===== src/rtl/iova_walker_pkg.sv =====
package iova_walker_pkg;

  localparam logic [63:0] BYP_XMASK = 64'h0003_FFFF_FFFF_F000;
  localparam int unsigned BYP_OK_BIT = 51;

  typedef enum logic [1:0] {K_FAULT, K_BYPASS, K_WALK} xw_kind_e;
  typedef enum logic [1:0] {ST_IDLE, ST_ISSUE, ST_WAIT} xw_state_e;

  typedef struct packed {
    logic        byp_ok;
    logic [31:0] base;
    logic [2:0]  lvl;
    logic [4:0]  tsz;
    logic [4:0]  psz;
  } xw_desc_t;

  function automatic xw_desc_t desc_unpack(input logic [63:0] raw);
    xw_desc_t d;
    d.psz    = raw[4:0];
    d.tsz    = raw[9:5];
    d.lvl    = raw[12:10];
    d.base   = raw[47:16];
    d.byp_ok = raw[BYP_OK_BIT];
    return d;
  endfunction

  function automatic logic [63:0] bswap64(input logic [63:0] v);
    logic [63:0] r;
    for (int b = 0; b < 8; b++) r[8*b +: 8] = v[8*(7-b) +: 8];
    return r;
  endfunction

endpackage


===== src/rtl/iova_walker_desc_store.sv =====
module iova_walker_desc_store #(
  parameter int DEPTH = 8,
  localparam int IW = (DEPTH > 1) ? $clog2(DEPTH) : 1
) (
  input  logic          clk_i,
  input  logic          rst_ni,
  input  logic          we_i,
  input  logic [IW-1:0] widx_i,
  input  logic [63:0]   wdata_i,
  input  logic [IW-1:0] ridx_i,
  output logic [63:0]   rdata_o
);
  logic [63:0] ent_q [DEPTH];

  for (genvar g = 0; g < DEPTH; g++) begin : g_ent
    always_ff @(posedge clk_i or negedge rst_ni) begin
      if (!rst_ni)                        ent_q[g] <= '0;
      else if (we_i && widx_i == IW'(g))  ent_q[g] <= wdata_i;
    end
  end

  assign rdata_o = ent_q[ridx_i];
endmodule


===== src/rtl/iova_walker_classify.sv =====
module iova_walker_classify
  import iova_walker_pkg::*;
#(
  parameter int MAX_LVL = 4
) (
  input  logic [63:0] addr_i,
  input  logic        msi32_en_i,
  input  logic [63:0] desc_i,
  output xw_kind_e    kind_o,
  output logic [63:0] base_o,
  output logic [2:0]  lvl_o,
  output logic [5:0]  tbl_sh_o,
  output logic [5:0]  pg_sh_o,
  output logic [7:0]  first_sh_o
);
  xw_desc_t d;
  logic     top_bad, in_msi;

  assign d        = desc_unpack(desc_i);
  assign top_bad  = |addr_i[63:60];
  assign in_msi   = msi32_en_i && (addr_i[63:16] == 48'h0000_0000_FFFF);
  assign base_o   = {20'b0, d.base, 12'b0};
  assign lvl_o    = d.lvl;
  assign tbl_sh_o = 6'(d.tsz) + 6'd8;
  assign pg_sh_o  = 6'(d.psz) + 6'd11;
  assign first_sh_o = 8'(8'(tbl_sh_o) * 8'(d.lvl)) + 8'(pg_sh_o);

  always_comb begin
    kind_o = K_WALK;
    if (top_bad || in_msi)                  kind_o = K_FAULT;
    else if (32'(d.lvl) > MAX_LVL)          kind_o = K_FAULT;
    else if (d.psz == '0)                   kind_o = d.byp_ok ? K_BYPASS : K_FAULT;
    else if (d.tsz == '0)                   kind_o = K_FAULT;
  end
endmodule


===== src/rtl/iova_walker_engine.sv =====
module iova_walker_engine
  import iova_walker_pkg::*;
(
  input  logic        clk_i,
  input  logic        rst_ni,
  input  logic        start_i,
  input  xw_kind_e    kind_i,
  input  logic [63:0] addr_i,
  input  logic        write_i,
  input  logic [63:0] base_i,
  input  logic [2:0]  lvl_i,
  input  logic [5:0]  tbl_sh_i,
  input  logic [5:0]  pg_sh_i,
  input  logic [7:0]  first_sh_i,
  output logic        busy_o,
  output logic        rsp_valid_o,
  output logic        rsp_fault_o,
  output logic [1:0]  rsp_perm_o,
  output logic [63:0] rsp_iova_o,
  output logic [63:0] rsp_xaddr_o,
  output logic [63:0] rsp_mask_o,
  output logic        mem_req_valid_o,
  input  logic        mem_req_ready_i,
  output logic [63:0] mem_req_addr_o,
  input  logic        mem_rsp_valid_i,
  input  logic [63:0] mem_rsp_data_i,
  input  logic        mem_rsp_err_i
);
  xw_state_e   state_q;
  logic [63:0] addr_q, base_q;
  logic        wr_q;
  logic [7:0]  sh_q;
  logic [5:0]  tbl_q, pg_q;
  logic [2:0]  left_q;
  logic [63:0] idx, ent, pmask;

  assign idx   = (addr_q >> sh_q) & ((64'd1 << tbl_q) - 64'd1);
  assign ent   = bswap64(mem_rsp_data_i);
  assign pmask = (64'd1 << pg_q) - 64'd1;

  assign busy_o          = (state_q != ST_IDLE);
  assign mem_req_valid_o = (state_q == ST_ISSUE);
  assign mem_req_addr_o  = base_q | (idx << 3);

  always_ff @(posedge clk_i or negedge rst_ni) begin
    if (!rst_ni) begin
      state_q     <= ST_IDLE;
      addr_q      <= '0;
      base_q      <= '0;
      wr_q        <= 1'b0;
      sh_q        <= '0;
      tbl_q       <= '0;
      pg_q        <= '0;
      left_q      <= '0;
      rsp_valid_o <= 1'b0;
      rsp_fault_o <= 1'b0;
      rsp_perm_o  <= '0;
      rsp_iova_o  <= '0;
      rsp_xaddr_o <= '0;
      rsp_mask_o  <= '0;
    end else begin
      rsp_valid_o <= 1'b0;
      unique case (state_q)
        ST_IDLE: if (start_i) begin
          addr_q <= addr_i;
          wr_q   <= write_i;
          unique case (kind_i)
            K_WALK: begin
              base_q  <= base_i;
              sh_q    <= first_sh_i;
              tbl_q   <= tbl_sh_i;
              pg_q    <= pg_sh_i;
              left_q  <= lvl_i;
              state_q <= ST_ISSUE;
            end
            K_BYPASS: begin
              rsp_valid_o <= 1'b1;
              rsp_fault_o <= 1'b0;
              rsp_perm_o  <= 2'b11;
              rsp_iova_o  <= addr_i & ~64'hFFF;
              rsp_xaddr_o <= addr_i & BYP_XMASK;
              rsp_mask_o  <= 64'hFFF;
            end
            default: begin
              rsp_valid_o <= 1'b1;
              rsp_fault_o <= 1'b1;
              rsp_perm_o  <= '0;
              rsp_iova_o  <= addr_i;
              rsp_xaddr_o <= '0;
              rsp_mask_o  <= '1;
            end
          endcase
        end
        ST_ISSUE: if (mem_req_ready_i) state_q <= ST_WAIT;
        ST_WAIT: if (mem_rsp_valid_i) begin
          if (mem_rsp_err_i || (left_q != '0 && ent[1:0] == 2'b00)) begin
            rsp_valid_o <= 1'b1;
            rsp_fault_o <= 1'b1;
            rsp_perm_o  <= '0;
            rsp_iova_o  <= addr_q;
            rsp_xaddr_o <= '0;
            rsp_mask_o  <= '1;
            state_q     <= ST_IDLE;
          end else if (left_q == '0) begin
            rsp_valid_o <= 1'b1;
            rsp_fault_o <= wr_q ? ~ent[1] : ~ent[0];
            rsp_perm_o  <= ent[1:0];
            rsp_iova_o  <= addr_q & ~pmask;
            rsp_xaddr_o <= ent & ~pmask;
            rsp_mask_o  <= pmask;
            state_q     <= ST_IDLE;
          end else begin
            base_q  <= {ent[63:12], 12'b0};
            sh_q    <= sh_q - 8'(tbl_q);
            left_q  <= left_q - 3'd1;
            state_q <= ST_ISSUE;
          end
        end
        default: state_q <= ST_IDLE;
      endcase
    end
  end
endmodule


===== src/rtl/iova_walker.sv =====
module iova_walker
  import iova_walker_pkg::*;
#(
  parameter int NUM_PART = 4,
  parameter int MAX_LVL  = 4,
  localparam int PART_W   = (NUM_PART > 1) ? $clog2(NUM_PART) : 1,
  localparam int NUM_DESC = 2 * NUM_PART,
  localparam int DIDX_W   = PART_W + 1
) (
  input  logic              clk_i,
  input  logic              rst_ni,
  input  logic              desc_we_i,
  input  logic [DIDX_W-1:0] desc_idx_i,
  input  logic [63:0]       desc_wdata_i,
  input  logic              msi32_en_i,
  input  logic              req_valid_i,
  output logic              req_ready_o,
  input  logic [63:0]       req_addr_i,
  input  logic              req_write_i,
  input  logic [PART_W-1:0] req_part_i,
  output logic              rsp_valid_o,
  output logic              rsp_fault_o,
  output logic [1:0]        rsp_perm_o,
  output logic [63:0]       rsp_iova_o,
  output logic [63:0]       rsp_xaddr_o,
  output logic [63:0]       rsp_mask_o,
  output logic              mem_req_valid_o,
  input  logic              mem_req_ready_i,
  output logic [63:0]       mem_req_addr_o,
  input  logic              mem_rsp_valid_i,
  input  logic [63:0]       mem_rsp_data_i,
  input  logic              mem_rsp_err_i
);
  logic [DIDX_W-1:0] ridx;
  logic [63:0]       desc_raw, base;
  xw_kind_e          kind;
  logic [2:0]        lvl;
  logic [5:0]        tbl_sh, pg_sh;
  logic [7:0]        first_sh;
  logic              busy, accept;

  assign ridx        = {req_part_i, req_addr_i[59]};
  assign req_ready_o = ~busy;
  assign accept      = req_valid_i & ~busy;

  iova_walker_desc_store #(.DEPTH(NUM_DESC)) u_store (
    .clk_i   (clk_i),
    .rst_ni  (rst_ni),
    .we_i    (desc_we_i),
    .widx_i  (desc_idx_i),
    .wdata_i (desc_wdata_i),
    .ridx_i  (ridx),
    .rdata_o (desc_raw)
  );

  iova_walker_classify #(.MAX_LVL(MAX_LVL)) u_class (
    .addr_i     (req_addr_i),
    .msi32_en_i (msi32_en_i),
    .desc_i     (desc_raw),
    .kind_o     (kind),
    .base_o     (base),
    .lvl_o      (lvl),
    .tbl_sh_o   (tbl_sh),
    .pg_sh_o    (pg_sh),
    .first_sh_o (first_sh)
  );

  iova_walker_engine u_eng (
    .clk_i           (clk_i),
    .rst_ni          (rst_ni),
    .start_i         (accept),
    .kind_i          (kind),
    .addr_i          (req_addr_i),
    .write_i         (req_write_i),
    .base_i          (base),
    .lvl_i           (lvl),
    .tbl_sh_i        (tbl_sh),
    .pg_sh_i         (pg_sh),
    .first_sh_i      (first_sh),
    .busy_o          (busy),
    .rsp_valid_o     (rsp_valid_o),
    .rsp_fault_o     (rsp_fault_o),
    .rsp_perm_o      (rsp_perm_o),
    .rsp_iova_o      (rsp_iova_o),
    .rsp_xaddr_o     (rsp_xaddr_o),
    .rsp_mask_o      (rsp_mask_o),
    .mem_req_valid_o (mem_req_valid_o),
    .mem_req_ready_i (mem_req_ready_i),
    .mem_req_addr_o  (mem_req_addr_o),
    .mem_rsp_valid_i (mem_rsp_valid_i),
    .mem_rsp_data_i  (mem_rsp_data_i),
    .mem_rsp_err_i   (mem_rsp_err_i)
  );
endmodule


===== config.mk =====
export PLATFORM = sky130hd
export DESIGN_NAME = iova_walker
export DESIGN_NICKNAME = d
export VERILOG_FILES = /design/src/rtl/iova_walker_pkg.sv /design/src/rtl/iova_walker_desc_store.sv /design/src/rtl/iova_walker_classify.sv /design/src/rtl/iova_walker_engine.sv /design/src/rtl/iova_walker.sv
export SDC_FILE = /design/constraint.sdc
export NUM_CORES = 2
export LEC_CHECK = 0
export ABC_CLOCK_PERIOD_IN_PS = 6200
export BUFFER_PORTS_ARGS = -buffer_cell sky130_fd_sc_hd__buf_2
export CAP_MARGIN = 30
export CELL_PAD_IN_SITES_DETAIL_PLACEMENT = 0
export CELL_PAD_IN_SITES_GLOBAL_PLACEMENT = 1
export CORE_UTILIZATION = 50
export CTS_BUF_LIST = sky130_fd_sc_hd__clkbuf_8
export DETAILED_ROUTE_END_ITERATION = 16
export GPL_ROUTABILITY_DRIVEN = 0
export PLACE_DENSITY_LB_ADDON = 0.08
export SKIP_CTS_REPAIR_TIMING = 1
export SYNTH_ARGS = -nofsm -noshare
export SYNTH_HDL_FRONTEND = slang
export SYNTH_SLANG_ARGS = --single-unit

===== constraint.sdc =====
create_clock -name clk_i -period 6.2 [get_ports clk_i]
set_clock_uncertainty 0.15 [all_clocks]
set_input_delay 0.31 -clock clk_i [delete_from_list [all_inputs] [get_ports clk_i]]
set_output_delay 0.31 -clock clk_i [all_outputs]
set_load 0.03 [all_outputs]

==> flow_summary_export.csv <==
group,metric,value,unit
floorplanning,coreArea,0.0765,mm2
timing,clock.fmax,0.191,GHz
critical_path,cp-start-kind,"flip-flop",
critical_path,worstPathArrival,4780,ps
critical_path,crit_fanout,30,
synth,seq_area_frac_synth,0.455,
floorplanning,die_h,281,um
place,placed_cells,4860,
detailed_routing,ant_nets,0,
global_route,grt_pass1_wl,207000,um
power,p_leak,20.6,nW
flow_run,cap_violations,0,
detailed_routing,drt_iter0_drc,3447,
power,finalPower,0.0220,W
timing,min_period,5240,ps
timing,relSlewSlack,0.232,
timing,tns,0,ps
detailed_routing,wire_per_inst,27.0,um
synth,ys_warn_count,0,
global_route,grt_max_degree,192,
detailed_routing,viasPerCell,6.23,
timing,rsz0062_at_grt,"no",
timing,slew_violations,0,
clocking,cts_buffer_depth,3,
critical_path,setup.worst_path.start,"u_eng.tbl_q[3]",
place,numPortBuffers,446,
layout,final_layout_size_suffix_gt1_frac,0.323,
global_route,antenna_found_initial,8,
detailed_routing,drc,0,
timing,whs,-0.178,ps
global_route,overflow,0,
clocking,cts_tree,"built",
timing,tightest_slew,1150,ps
clocking,ctsRootBufferMaster,"clkbuf_8",
timing,hold_violations,1,
detailed_routing,detailedRoute.firstPassIterationCount,6,
synth,syn_area_per_cell,10.7,um2
floorplanning,num_rows,101,
global_route,grt.total_usage,0.356,
floorplanning,die_w,281,um
clocking,htree_levels,3,
synth,synth-seq-cells,706,
critical_path,cp.required,5740,ps
floorplanning,boundaryPins,468,
clocking,worstSkewPairLatency,780,ps
power,ir_drop,237,uV
min_path,hold_class,"in -> async",
power,powerDensity,476,mW/mm2
critical_path,worstReg2RegStart,"u_store.ent_q[330]",
detailed_routing,vias,32800,
clocking,clock_sinks,706,
synth,async_flop_share,1.00,
synth,synth_cells,3622,
critical_path,endpoint_kind,"output port",
place,dp_hpwl,101000,um
synth,netlist_area,0.0388,mm2
synth,synth_edf_count,0,
timing,finalCritPeriodShare,0.846,
synth,synth_cell_types,84,
timing,setup_viol,0,
clocking,cts_made_buffers,119,
run_status,violations,"hold timing",
floorplanning,start_util,0.508,
run_status,status,"complete, but fails checks",
layout,instances_no_fill,5263,
critical_path,critPathKind,"reg -> out",
detailed_routing,drt-total-wl,142000,um
clocking,cts.clk_slew.worst_paths,60,ps
floorplanning,die_area,0.0788,mm2
layout,syn_to_final_growth,18.8,%
global_route,first_global_vias,31400,
synth,synth_ff_type,"dfrtp_1",
layout,num-nets-final,4368,
area by class of cell:
type	instances	area (um2)
antenna	3	7.51
clock buffer	162	2230
clock inverter	60	288
fill	6462	30300
inverter	53	199
multi-input combinational	2559	19800
sequential	706	17700
tap	1030	1290
timing repair buffer	690	4650
metal layers:
| metal | GRT usage | wire (um) | vias to the layer above |
|---|---|---|---|
| met5 | 0 | 35 | - |
| met4 | 0.185 | 8130 | 6 |
| met3 | 0.0697 | 11000 | 352 |
| met2 | 0.570 | 67300 | 1517 |
| met1 | 0.458 | 55700 | 16700 |
| li1 | - | - | 14300 |
state kept, by name, indices dropped and copies added, names as in the netlist:
signal             count
u_eng.left_q           3
u_store.ent_q        368
u_eng.addr_q          64
u_eng.rsp_valid_o      1
u_eng.rsp_fault_o      1
u_eng.state_q          2
u_eng.rsp_perm_o       2
u_eng.wr_q             1
u_eng.tbl_q            6
u_eng.rsp_iova_o      64
u_eng.pg_q             6
u_eng.sh_q             8
u_eng.rsp_mask_o      64
u_eng.rsp_xaddr_o     64
u_eng.base_q          52
cells by family after synthesis:
group                    after synthesis  share of synthesized area
AND/OR/NAND/NOR                      942                      0.107
multiplexers                         694                      0.243
flip-flops                           706                      0.455
XOR/XNOR                              21                    0.00474
adder cells (fa/ha/maj)               33                     0.0126
other                                  1                  0.0000966
buffers and inverters                359                     0.0368
AO/OA/AOI/OAI                        866                      0.141
metrics by stage:
step | util | worst slack (ps) | area [um2] | hold WS (ps)
2_1_floorplan | - | 1370 | 38800 | -136
3_3_place_gp | 0.547 | 1070 | 41800 | 233
3_5_place_dp | 0.547 | 1040 | 41800 | 237
4_1_cts | 0.580 | 1110 | 44400 | -590
5_1_grt | 0.604 | 694 | 46200 | 54.3
6_report | 0.604 | 955 | 46200 | -0.178
synth_stat cells, types with 8 or more instances:
master    instances  share of area
mux2_2          448           0.13
o211ai_1         25         0.0048
a22oi_1          43         0.0083
o21ai_0         311          0.040
mux2i_1          91          0.023
o22ai_1          19         0.0031
xnor2_1          17         0.0038
a31oi_1          20         0.0032
a32oi_1          14         0.0032
mux4_2          155          0.090
o31ai_1          37         0.0072
and2_1           33         0.0053
buf_2            32         0.0041
a21oi_1         196          0.025
and3_1           19         0.0031
nor3_1           59         0.0076
o31ai_2          20         0.0064
or2_2             9         0.0014
inv_1            48         0.0046
nor2_1          206          0.020
nand3_1          75         0.0097
nand2b_1         17         0.0027
fa_1             10         0.0052
nand4_1           8         0.0013
a211oi_1         28         0.0054
ha_1             23         0.0074
o21a_1           14         0.0027
o21bai_1         14         0.0027
nor4_1           11         0.0018
or3_1             9         0.0014
nor2b_1          14         0.0023
nand2_1         453          0.044
a31o_2           22         0.0050
clkbuf_1        225          0.022
a21o_1           25         0.0048
o211a_1          10         0.0026
buf_1            42         0.0041
dfrtp_1         706           0.45
worst max-delay path: stages (launching register included):
cell and delay [ps]:
dfrtp_1 420, or3_1 570, nor3_1 680, nand2_1 130
ha_1 560, a21boi_1 320, buf_4 230, nor3_1 210
a21oi_1 60, o21ai_0 310, a41o_1 220, a31o_2 120
buf_2 200
final timing paths:
kind	end	slack, ps	cells past startpoint
setup reg to reg	u_eng.sh_q[7]	1710	14
min in group clk_i	u_eng.rsp_iova_o[59]	40	3
hold / removal	u_eng.rsp_mask_o[0]	-0.2	2
max in group asynchronous	u_store.ent_q[423]	4220	3
setup / recovery	mem_req_addr_o[17]	960	12
hold reg to reg	u_eng.rsp_mask_o[43]	320	2
cells in the final DEF, fill, tap and decap left out, types with 16 or more instances in the layout:
cell and instances:
ha_1 23, a21oi_1 195, nand2b_1 16, and2_1 32, a21o_1 25, dfrtp_1 702
inv_1 94, and3_1 19, mux2i_1 91, o31ai_2 20, buf_2 443, a22oi_1 43
nand3_1 75, o31ai_1 37, nor2_1 205, o21ai_0 311, buf_4 59, a31o_2 22
mux2_2 448, o211ai_1 25, nand2_1 452, clkbuf_8 162, xnor2_1 17, a31oi_1 20
mux4_2 155, dlygate4sd3_1 177, nor3_1 56, a211oi_1 28, o22ai_1 19
where the power goes:
part / switching (W) / total (W) / leakage, nW / internal [W]
Sequential: 0.000927 / 0.00661 / 8.60 / 0.00568
Combinational: 0.00710 / 0.0110 / 10.5 / 0.00394
Clock: 0.00200 / 0.00433 / 1.48 / 0.00232
Note: power is estimated with default switching activity, not from simulation.
